[src/rtl/mrs_pkg.sv]
package mrs_pkg;
  typedef enum logic {
    ST_IDLE = 1'b0,
    ST_BUSY = 1'b1
  } mrs_state_e;
endpackage

[src/rtl/mrs_ctrl.sv]
module mrs_ctrl
  import mrs_pkg::*;
(
  input  logic clk,
  input  logic rst,
  input  logic cpu_sel,
  input  logic cpu_we,
  input  logic mem_valid,
  output logic mem_sel,
  output logic cpu_done,
  output logic cap_en
);
  mrs_state_e state_q;
  logic       sel_q;
  logic       rd_pend_q;
  logic       done_q;

  // capture read data only on the valid cycle of an active read strobe
  assign cap_en   = (state_q == ST_BUSY) && sel_q && rd_pend_q && mem_valid;
  assign mem_sel  = sel_q;
  assign cpu_done = done_q;

  always_ff @(posedge clk) begin
    if (rst) begin
      state_q   <= ST_IDLE;
      sel_q     <= 1'b0;
      rd_pend_q <= 1'b0;
      done_q    <= 1'b0;
    end else begin
      done_q <= 1'b0;
      unique case (state_q)
        ST_IDLE: begin
          if (cpu_sel) begin
            state_q   <= ST_BUSY;
            sel_q     <= 1'b1;
            rd_pend_q <= ~cpu_we;
            done_q    <= cpu_we;
          end
        end
        ST_BUSY: begin
          if (sel_q) begin
            if (!rd_pend_q) begin
              sel_q <= 1'b0;
            end else if (mem_valid) begin
              sel_q     <= 1'b0;
              rd_pend_q <= 1'b0;
              done_q    <= 1'b1;
            end
          end else if (!cpu_sel) begin
            state_q <= ST_IDLE;
          end
        end
        default: state_q <= ST_IDLE;
      endcase
    end
  end
endmodule

[src/rtl/mrs_capture.sv]
module mrs_capture #(
  parameter int DATA_W = 16
) (
  input  logic              clk,
  input  logic              rst,
  input  logic              cap_en,
  input  logic [DATA_W-1:0] din,
  output logic [DATA_W-1:0] dout
);
  always_ff @(posedge clk) begin
    if (rst)         dout <= '0;
    else if (cap_en) dout <= din;
  end
endmodule

[src/rtl/mrs_strobe_shaper.sv]
module mrs_strobe_shaper #(
  parameter int DATA_W = 16
) (
  input  logic              clk,
  input  logic              rst,
  input  logic              cpu_sel,
  input  logic              cpu_we,
  output logic              cpu_done,
  output logic [DATA_W-1:0] cpu_rdata,
  output logic              mem_sel,
  input  logic              mem_valid,
  input  logic [DATA_W-1:0] mem_rdata
);
  logic cap_en;

  mrs_ctrl u_ctrl (
    .clk       (clk),
    .rst       (rst),
    .cpu_sel   (cpu_sel),
    .cpu_we    (cpu_we),
    .mem_valid (mem_valid),
    .mem_sel   (mem_sel),
    .cpu_done  (cpu_done),
    .cap_en    (cap_en)
  );

  mrs_capture #(.DATA_W(DATA_W)) u_cap (
    .clk    (clk),
    .rst    (rst),
    .cap_en (cap_en),
    .din    (mem_rdata),
    .dout   (cpu_rdata)
  );
endmodule

[config.mk]
export PLATFORM = sky130hd
export DESIGN_NAME = mrs_strobe_shaper
export DESIGN_NICKNAME = d
export VERILOG_FILES = /design/src/rtl/mrs_pkg.sv /design/src/rtl/mrs_ctrl.sv /design/src/rtl/mrs_capture.sv /design/src/rtl/mrs_strobe_shaper.sv
export SDC_FILE = /design/constraint.sdc
export NUM_CORES = 1
export LEC_CHECK = 0
export ABC_AREA = 1
export BUFFER_PORTS_ARGS = -buffer_cell sky130_fd_sc_hd__buf_4
export CAP_MARGIN = 30
export CORE_MARGIN = 10
export CORE_UTILIZATION = 42
export CTS_BUF_LIST = sky130_fd_sc_hd__clkbuf_16
export DETAILED_ROUTE_END_ITERATION = 10
export PLACE_DENSITY = 0.73
export SETUP_SLACK_MARGIN = 0.05
export SYNTH_ARGS = -nofsm -noshare
export SYNTH_HDL_FRONTEND = slang
export SYNTH_SLANG_ARGS = --single-unit
export TNS_END_PERCENT = 50
[constraint.sdc]
create_clock -name clk -period 2.05 [get_ports clk]
set_clock_uncertainty 0.2 [all_clocks]
set_input_delay 0 -clock clk [delete_from_list [all_inputs] [get_ports clk]]
set_output_delay 0 -clock clk [all_outputs]
set_load 0.02 [all_outputs]
==> impl_metrics.toml, run 1 <==
[floorplanning]
start_util_pct = 43.9
core_area_mm2 = 0.00171
die-area_mm2 = 0.00387
die_x_um = 62.2
num_rows = 15
die_h_um = 62.2
ios = 39

[clock_tree]
numCtsBuffers = 3
cts_tree = "yes"
clk_pin_slew_ps = 50
cts_setup_buffers = 0
root_buffer = "clkbuf_16"
clock_latency_ps = 250
h-tree-depth = 1
post_cts_resized = 0
clock_path_buffers = 2
cts.sinks = 20
holdBufCountCts = 22

[routing]
wirelength_um = 2300
drtIter0Drc = 15
drt-pass1-iter-count = 4
wl_per_cell_um = 12.9
num_vias = 806
drc = 0
ant_nets = 0
viasPerCell = 4.53

[finish]
fillers = 119
finish.utilization_pct = 78.1
diodes = 0
multiInputGateArea_um2 = 297
syn_to_final_growth_pct = 78.0
drive_gt1_share_pct = 30.7
final_nets = 176
regArea_um2 = 400

[global_routing]
antenna_found_initial = 0
grt_max_degree = 19
grt_usage_pct = 11.8
gr-total-overflow = 0
grt_pass1_vias = 829
grt_first_pass_wirelength_um = 3800

[timing]
fmax_mhz = 552
setup_viol = 0
finalMaxSlewViolations = 0
setup_tns_ps = 0
min_period_ps = 1810
hold_violations = 0
slew_headroom_pct = 70.8
fin_crit_sh_pct = 88.4
worst_pin_slew_ps = 437
grt_setup_unrepaired = "no"

[hold_path]
hold_depth = 3
hold_end = "u_ctrl.state_q"
hold_start = "rst"
min_path_type = "input port to register"

[synth]
synth_top_cell_area_share_pct = 53.4
yosys-top-cells-area = "dfxtp_1 (53%), nor2_1 (17%), o21ai_0 (7.3%), o21ai_1 (4.0%), buf_6 (3.0%)"
netlist_top_cells_count = "nor2_1 (33), dfxtp_1 (20), o21ai_0 (11), nand2_1 (6), o21ai_1 (6)"
yosysSeqAreaShare_pct = 53.4
avgSynthCellArea_um2 = 8.06
synth_edf_count = 0
yosys_most_used_dff = "dfxtp_1"
synth_fp_nets = 114
async_flop_share_pct = 0
syn_inst = 93
yosys.area.top_type = "dfxtp_1"
synth-seq-cells = 20
syn-cell-area_um2 = 749
yosysWarnings = 0
yosysMostFrequentCell = "nor2_1"
yosys.cell_types.count = 15

[worst_setup_path]
path_max_fanout = 17
crit_chain = "nand2_2 -> nor2_8 -> inv_4 -> a21oi_2 -> dlygate4sd3_1"
crit_slowest_cell = "dlygate4sd3_1"
cp_slowest_stage_delay_ps = 540
path_class = "register to register"
required_ps = 2050
critPathCaptureType = "register"
start_kind = "register"
rr_endpoint = "u_ctrl.cpu_done"
regToRegSetupSlack_ps = 240
reg2reg_depth = 5
reg2reg_from = "u_ctrl.mem_sel"
cp.arrival_ps = 1810

[run]
maxCapViolCount = 0

[pwr]
intPower_w = 0.000718
power.density_mw_per_mm2 = 672
comb_power_share_pct = 11.4
vdd_drop_max_mv = 0.619
p_sw_share_pct = 20.0
clock_power_share_pct = 43.9
switchingPower_w = 0.000179
leakage_nw = 0.686
seq_power_share_pct = 44.7

[placement]
place.gp.congestion = 0.676
post-dp-hpwl_um = 1530
io_buffer_count = 38

[run_status]
outcome = "completed"
-- sequential cells by signal, indices dropped and copies added, names as in the netlist --
register	count
u_ctrl.cpu_done	1
u_ctrl.rd_pend_q	1
u_cap.dout	16
u_ctrl.mem_sel	1
u_ctrl.state_q	1
-- layer usage --
layer  track usage, %  up-vias  wire length (um)  part of all wire, %
li1                 -      416                 -                    -
met1             11.6      363               898                   39
met2             21.3       23              1240                   54
met3             5.20        4               131                  5.7
met4             4.29        0                36                  1.6
met5                0        -                 0                    0
-- how the worst max path moves through the flow --
| stage | startpoint | endpoint | slack (ps) |
|---|---|---|---|
| 6_report | u_ctrl.mem_sel | u_ctrl.cpu_done | 240 |
| 5_1_grt | u_ctrl.mem_sel | u_ctrl.cpu_done | 150 |
| 4_1_cts | u_ctrl.mem_sel | u_ctrl.cpu_done | 250 |
| 3_5_place_dp | u_ctrl.mem_sel | u_cap.dout[3] | 710 |
| 3_3_place_gp | u_ctrl.mem_sel | u_cap.dout[9] | 750 |
| 2_1_floorplan | u_ctrl.mem_sel | u_cap.dout[0] | 680 |
-- stage by stage --
stage / cell area [um2] / hold slack (ps) / instances / setup WS (ps) / total power, W
final: 1330 / 281 / 178 / 239 / 0.000897
after global routing: 1330 / 305 / 178 / 152 / 0.000922
after CTS: 1330 / 274 / 178 / 246 / 0.000898
after detailed placement: 1040 / -26.3 / 153 / 710 / 0.000477
after global placement: 1040 / -22.1 / 153 / 746 / 0.000476
after floorplan: 749 / -138 / 93 / 680 / 0.000436
-- worst max-delay path, delay by kind of cell, from the launching register on --
kind	cells	cell delay (ps)
buf+inv	2	680
flops	1	370
simple gates	2	360
compound gates	1	140
-- layout make-up --
| cell class | instances | share of cell area [%] |
|---|---|---|
| inverter | 6 | 1.88 |
| tap | 25 | 2.35 |
| clock buffer | 3 | 5.63 |
| sequential | 20 | 30.0 |
| timing repair buffer | 60 | 37.9 |
| multi-input combinational | 64 | 22.2 |
-- placed cells by master (no fill, tap or decap) --
cell	count
buf_4	38
nor2_1	33
dlygate4sd3_1	22
dfxtp_1	20
o21ai_0	11
o21ai_1	6
nand2_1	6
inv_1	5
clkbuf_16	3
nand2_2	2
a21oi_1	2
nor2_8	1
inv_4	1
a21oi_2	1
nor2_2	1
nand3b_1	1
-- kinds of logic (layout without fill, tap and decap cells) --
group	Yosys count	after routing	synth area share, %
buffers and inverters	9	69	7.01
DFF	20	20	53.4
AOI/OAI and AO/OA	20	20	13.9
and+or+nand+nor	44	44	25.7
-- power groups by stage --
stage,registers (W),clock network (W),logic [W]
6_report,0.000401,0.000394,0.000102
5_1_grt,0.000402,0.000409,0.000111
4_1_cts,0.000401,0.000395,0.000102
3_5_place_dp,0.000409,0,0.0000680
3_3_place_gp,0.000409,0,0.0000671
2_1_floorplan,0.000414,0,0.0000220
(Power assumes the default switching activity.)
==> inputs of run 2 (changes only) <==
- BUFFER_PORTS_ARGS: -buffer_cell sky130_fd_sc_hd__buf_4 -> unset
- CORE_MARGIN: 10 -> 2
- DONT_BUFFER_PORTS: unset -> 1
- PLACE_DENSITY: 0.73 -> 0.54
==> run 2 against run 1 <==
Against the previous run: via count down 17%; largest power group unchanged; utilization down 16 points; critical path depth unchanged; first-iteration DRC count down 80%; setup slack worse by 29 ps; highest routed layer unchanged; clock-buffer cell count unchanged; routed wire length down 29%; hold slack worse by 44 ps.
==> impl_metrics.toml, run 2 (synthesis gave the netlist of run 1 again) <==
[run_status]
outcome = "completed"

[worst_setup_path]
crit_buf_inv = 2
required_ps = 2040
path_class = "register to register"
path_max_fanout = 17
cp.arrival_ps = 1830
critPathCaptureType = "register"
crit_chain = "nand2_2 -> nor2_8 -> inv_4 -> a21oi_2 -> dlygate4sd3_1"
start_kind = "register"
cp_slowest_stage_delay_ps = 540
cp_top_family = "buffers and inverters"
crit_slowest_cell = "dlygate4sd3_1"

[routing]
num_vias = 665
drtIter0Drc = 3
wirelength_um = 1630
wl_per_cell_um = 11.5
drc = 0
viasPerCell = 4.68
drt-pass1-iter-count = 4
ant_nets = 0

[clock_tree]
clock_latency_ps = 240
clock_path_buffers = 2
root_buffer = "clkbuf_16"
cts_tree = "yes"
clk_pin_slew_ps = 50
post_cts_resized = 0
h-tree-depth = 1
cts.sinks = 20
numCtsBuffers = 3

[finish]
final_area_mm2 = 0.00106
final_common_cell = "nor2_1"
finish.utilization_pct = 62.3
regMostFlops = "u_cap.dout"
final_nets = 140
largest_register_ffs = 16
diodes = 0
fillers = 158
syn_to_final_growth_pct = 41.9
drive_gt1_share_pct = 9.40
layout_common_cells = "nor2_1 (33), dlygate4sd3_1 (22), dfxtp_1 (20)"

[timing]
grt_setup_unrepaired = "no"
min_period_ps = 1840
finalMaxSlewViolations = 0
setup_slack_ps = 209
fin_crit_sh_pct = 89.8
worst_pin_slew_ps = 428
setup_viol = 0
fin_hold_ws_ps = 237
fmax_mhz = 543
slew_headroom_pct = 71.4
setup_tns_ps = 0
hold_violations = 0

[global_routing]
grt_usage_pct = 14.8
grt_pass1_vias = 558
grt_first_pass_wirelength_um = 2270
gr-total-overflow = 0
antenna_found_initial = 0
grt_max_degree = 19

[floorplanning]
core_area_mm2 = 0.00171
num_rows = 15
die-area_mm2 = 0.00214
die_x_um = 46.2
ios = 39
die_h_um = 46.2
start_util_pct = 43.9

[placement]
placed_cell_area_um2 = 753
post-dp-hpwl_um = 1000
place.gp.congestion = 0.729
io_buffer_count = 0
pre_cts_slack_ps = 561

[pwr]
power.density_mw_per_mm2 = 800
leakage_nw = 0.503
vdd_drop_max_mv = 0.480

[hold_path]
min_path_type = "input port to register"

[run]
maxCapViolCount = 0
[run 2: cell types whose count changed in the layout (fill, tap and decap cells not counted)]
cell | previous run | this run
buf_4 | 38 | 2
[run 2: final timing paths]
path	from	to	slack, ps	cells after the start
setup / recovery	u_ctrl.mem_sel	u_ctrl.cpu_done	210	5
hold / removal	mem_rdata[3]	u_cap.dout[3]	240	3
setup reg to reg	u_ctrl.mem_sel	u_ctrl.cpu_done	210	5
hold reg to reg	u_ctrl.state_q	u_ctrl.mem_sel	370	3
[run 2: cell type report]
| cell class | instances | area (um2) | share of cell area, % |
|---|---|---|---|
| Sequential cell | 20 | 400 | 37.6 |
| Multi-Input combinational cell | 64 | 297 | 27.9 |
| Timing Repair Buffer | 24 | 235 | 22.1 |
| Clock buffer | 3 | 75.1 | 7.06 |
| Tap cell | 25 | 31.3 | 2.94 |
| Inverter | 6 | 25.0 | 2.35 |
[run 2: report_power, final]
group	internal [W]	switching [W]
logic	0.0000367	0.0000244
registers	0.000396	0.0000102
clock network	0.000256	0.000127
[run 2: per-layer routing]
layer	GRT usage (%)	up-vias	part of all wire [%]
li1	-	342	-
met1	18.7	296	43
met2	24.2	25	50
met3	3.92	2	5.8
met4	5.14	0	0.61
met5	0	-	0
[run 2: what timing repair did]
item	CTS	global route
setup buffers	0	2
hold endpoints to repair	20	0
endpoints found under the setup margin	0	1
hold buffers	22	0
[run 2: metrics by stage]
step	instances	total power, W
after floorplan	93	0.000436
after global placement	115	0.000440
after detailed placement	115	0.000440
after CTS	140	0.000859
after global routing	142	0.000886
final	142	0.000851
[run 2: worst min-delay path, cell delays in order]
cell,delay (ps)
dlygate4sd3_1,520
nor2_1,40
nor2_1,80
==> inputs of run 3 (changes only) <==
- CORE_UTILIZATION: 42 -> 26
- PLACE_DENSITY: 0.54 -> 0.37
==> run 3 against run 2 <==
Against the previous run: global-route usage shrank 3.3 points; via count shrank 4.5%; first-iteration DRC count rose to 5.7 times the previous value; clock-buffer cell count unchanged; cell area down 1.3%; clock power rose by 4%; combinational power decreased by 2%; utilization shrank 24 points; die area grew 56%; sequential power is essentially flat; register-to-register slack gained 110 ps; setup slack better by 110 ps.
==> impl_metrics.toml, run 3 (synthesis gave the netlist of run 1 again) <==
[run_status]
outcome = "completed"

[routing]
drc = 0
viasPerCell = 4.35
wirelength_um = 1680
drt-pass1-iter-count = 4
ant_nets = 0
drtIter0Drc = 17
num_vias = 635
wl_per_cell_um = 11.5

[worst_setup_path]
path_class = "register to register"
rr_endpoint = "u_ctrl.rd_pend_q"
crit_chain = "nand2_2 -> nand2_1 -> nand2_1 -> nand2_1 -> nor2_1 -> dlygate4sd3_1"
critPathCaptureType = "register"
reg2reg_from = "u_ctrl.mem_sel"
reg2reg_depth = 6
start_kind = "register"
required_ps = 1990
crit_start = "u_ctrl.mem_sel"
regToRegSetupSlack_ps = 320
path_max_fanout = 4
crit_slowest_cell = "dlygate4sd3_1"
cp.arrival_ps = 1670
crit_top_cell = "nand2_1"
cp_slowest_stage_delay_ps = 540

[hold_path]
hold_start = "rst"
hold_end = "u_ctrl.cpu_done"
hold_depth = 2
min_path_type = "input port to register"

[timing]
setup_viol = 0
fin_crit_sh_pct = 84.5
setup_slack_ps = 317
min_period_ps = 1730
worst_pin_slew_ps = 477
hold_violations = 0
slew_headroom_pct = 68.2
grt_setup_unrepaired = "no"
setup_tns_ps = 0
finalMaxSlewViolations = 0
fmax_mhz = 577

[clock_tree]
numCtsBuffers = 3
clock_latency_ps = 250
cts.sinks = 20
clock_path_buffers = 2
cts_tree = "yes"
root_buffer = "clkbuf_16"
clk_pin_slew_ps = 50
post_cts_resized = 0
h-tree-depth = 1

[global_routing]
grt_pass1_vias = 636
grt_max_degree = 19
antenna_found_initial = 0
grt_first_pass_wirelength_um = 2930
gr-total-overflow = 0
grt_usage_pct = 11.5

[floorplanning]
die_x_um = 57.7
num_rows = 19
core_area_mm2 = 0.00276
die_h_um = 57.7
start_util_pct = 27.2
ios = 39
die-area_mm2 = 0.00333

[finish]
diodes = 0
final_common_cell = "nor2_1"
syn_to_final_growth_pct = 40.1
regMostFlops = "u_cap.dout"
fillers = 296
layout_common_cells = "nor2_1 (33), dlygate4sd3_1 (21), dfxtp_1 (20)"
drive_gt1_share_pct = 7.83
final_nets = 137
finish.utilization_pct = 38.1
final_area_mm2 = 0.00105
largest_register_ffs = 16

[placement]
placed_cell_area_um2 = 761
post-dp-hpwl_um = 1090
pre_cts_slack_ps = 519
place.gp.congestion = 0.707
io_buffer_count = 0

[pwr]
leakage_nw = 0.487
seq_power_share_pct = 46.9
vdd_drop_max_mv = 0.726
clock_power_share_pct = 46.2
intPower_w = 0.000691
power.density_mw_per_mm2 = 825
switchingPower_w = 0.000175
comb_power_share_pct = 6.9
p_sw_share_pct = 20.2

[run]
maxCapViolCount = 0
[run 3: changes by cell type in the layout (fill, tap and decap cells not counted)]
cell	change
buf_4	-2
dlygate4sd3_1	-1
clkinv_1	+1
[run 3: stage by stage]
step	instances	total power (W)	hold slack (ps)
floorplan	93	0.000436	-138
detailed placement	121	0.000440	-134
global placement	121	0.000441	-131
finish	146	0.000866	225
CTS	146	0.000883	222
global route	146	0.000910	252
[run 3: how the worst max path moves through the flow]
stage                       endpoint  cells after the start
finish              u_ctrl.rd_pend_q                      6
global route        u_ctrl.rd_pend_q                      6
global placement      u_cap.dout[14]                      5
detailed placement     u_cap.dout[7]                      5
CTS                 u_ctrl.rd_pend_q                      6
floorplan              u_cap.dout[0]                      6
[run 3: area by class of cell]
cell class | instances | area, um2 | area share (%)
Clock buffer | 3 | 75.1 | 7.15
Clock inverter | 1 | 3.75 | 0.358
Inverter | 6 | 25.0 | 2.38
Multi-Input combinational cell | 64 | 297 | 28.2
Sequential cell | 20 | 400 | 38.1
Tap cell | 31 | 38.8 | 3.69
Timing Repair Buffer | 21 | 210 | 20.0
[run 3: metal layers]
| layer | part of all wire [%] | GRT usage (%) |
|---|---|---|
| met1 | 44 | 14.2 |
| met2 | 48 | 19.0 |
| met3 | 6.9 | 4.91 |
| met4 | 0.77 | 1.99 |
| met5 | 0 | 0 |
[run 3: power groups by stage]
stage / Clock, W / Combinational (W) / Sequential, W
2_1_floorplan: 0 / 0.0000220 / 0.000414
3_3_place_gp: 0 / 0.0000257 / 0.000415
3_5_place_dp: 0 / 0.0000251 / 0.000415
4_1_cts: 0.000417 / 0.0000602 / 0.000406
5_1_grt: 0.000436 / 0.0000668 / 0.000407
6_report: 0.000400 / 0.0000596 / 0.000406
[run 3: worst max-delay path: cells and delay by family (launching register included)]
family | cells | cell delay [ps]
buffers and inverters | 1 | 540
flip-flops | 1 | 470
AND/OR/NAND/NOR | 5 | 420
[run 3: what timing repair did]
action,CTS,global route
endpoints found under the hold margin,20,0
buffers inserted,0,0
hold buffers,21,0
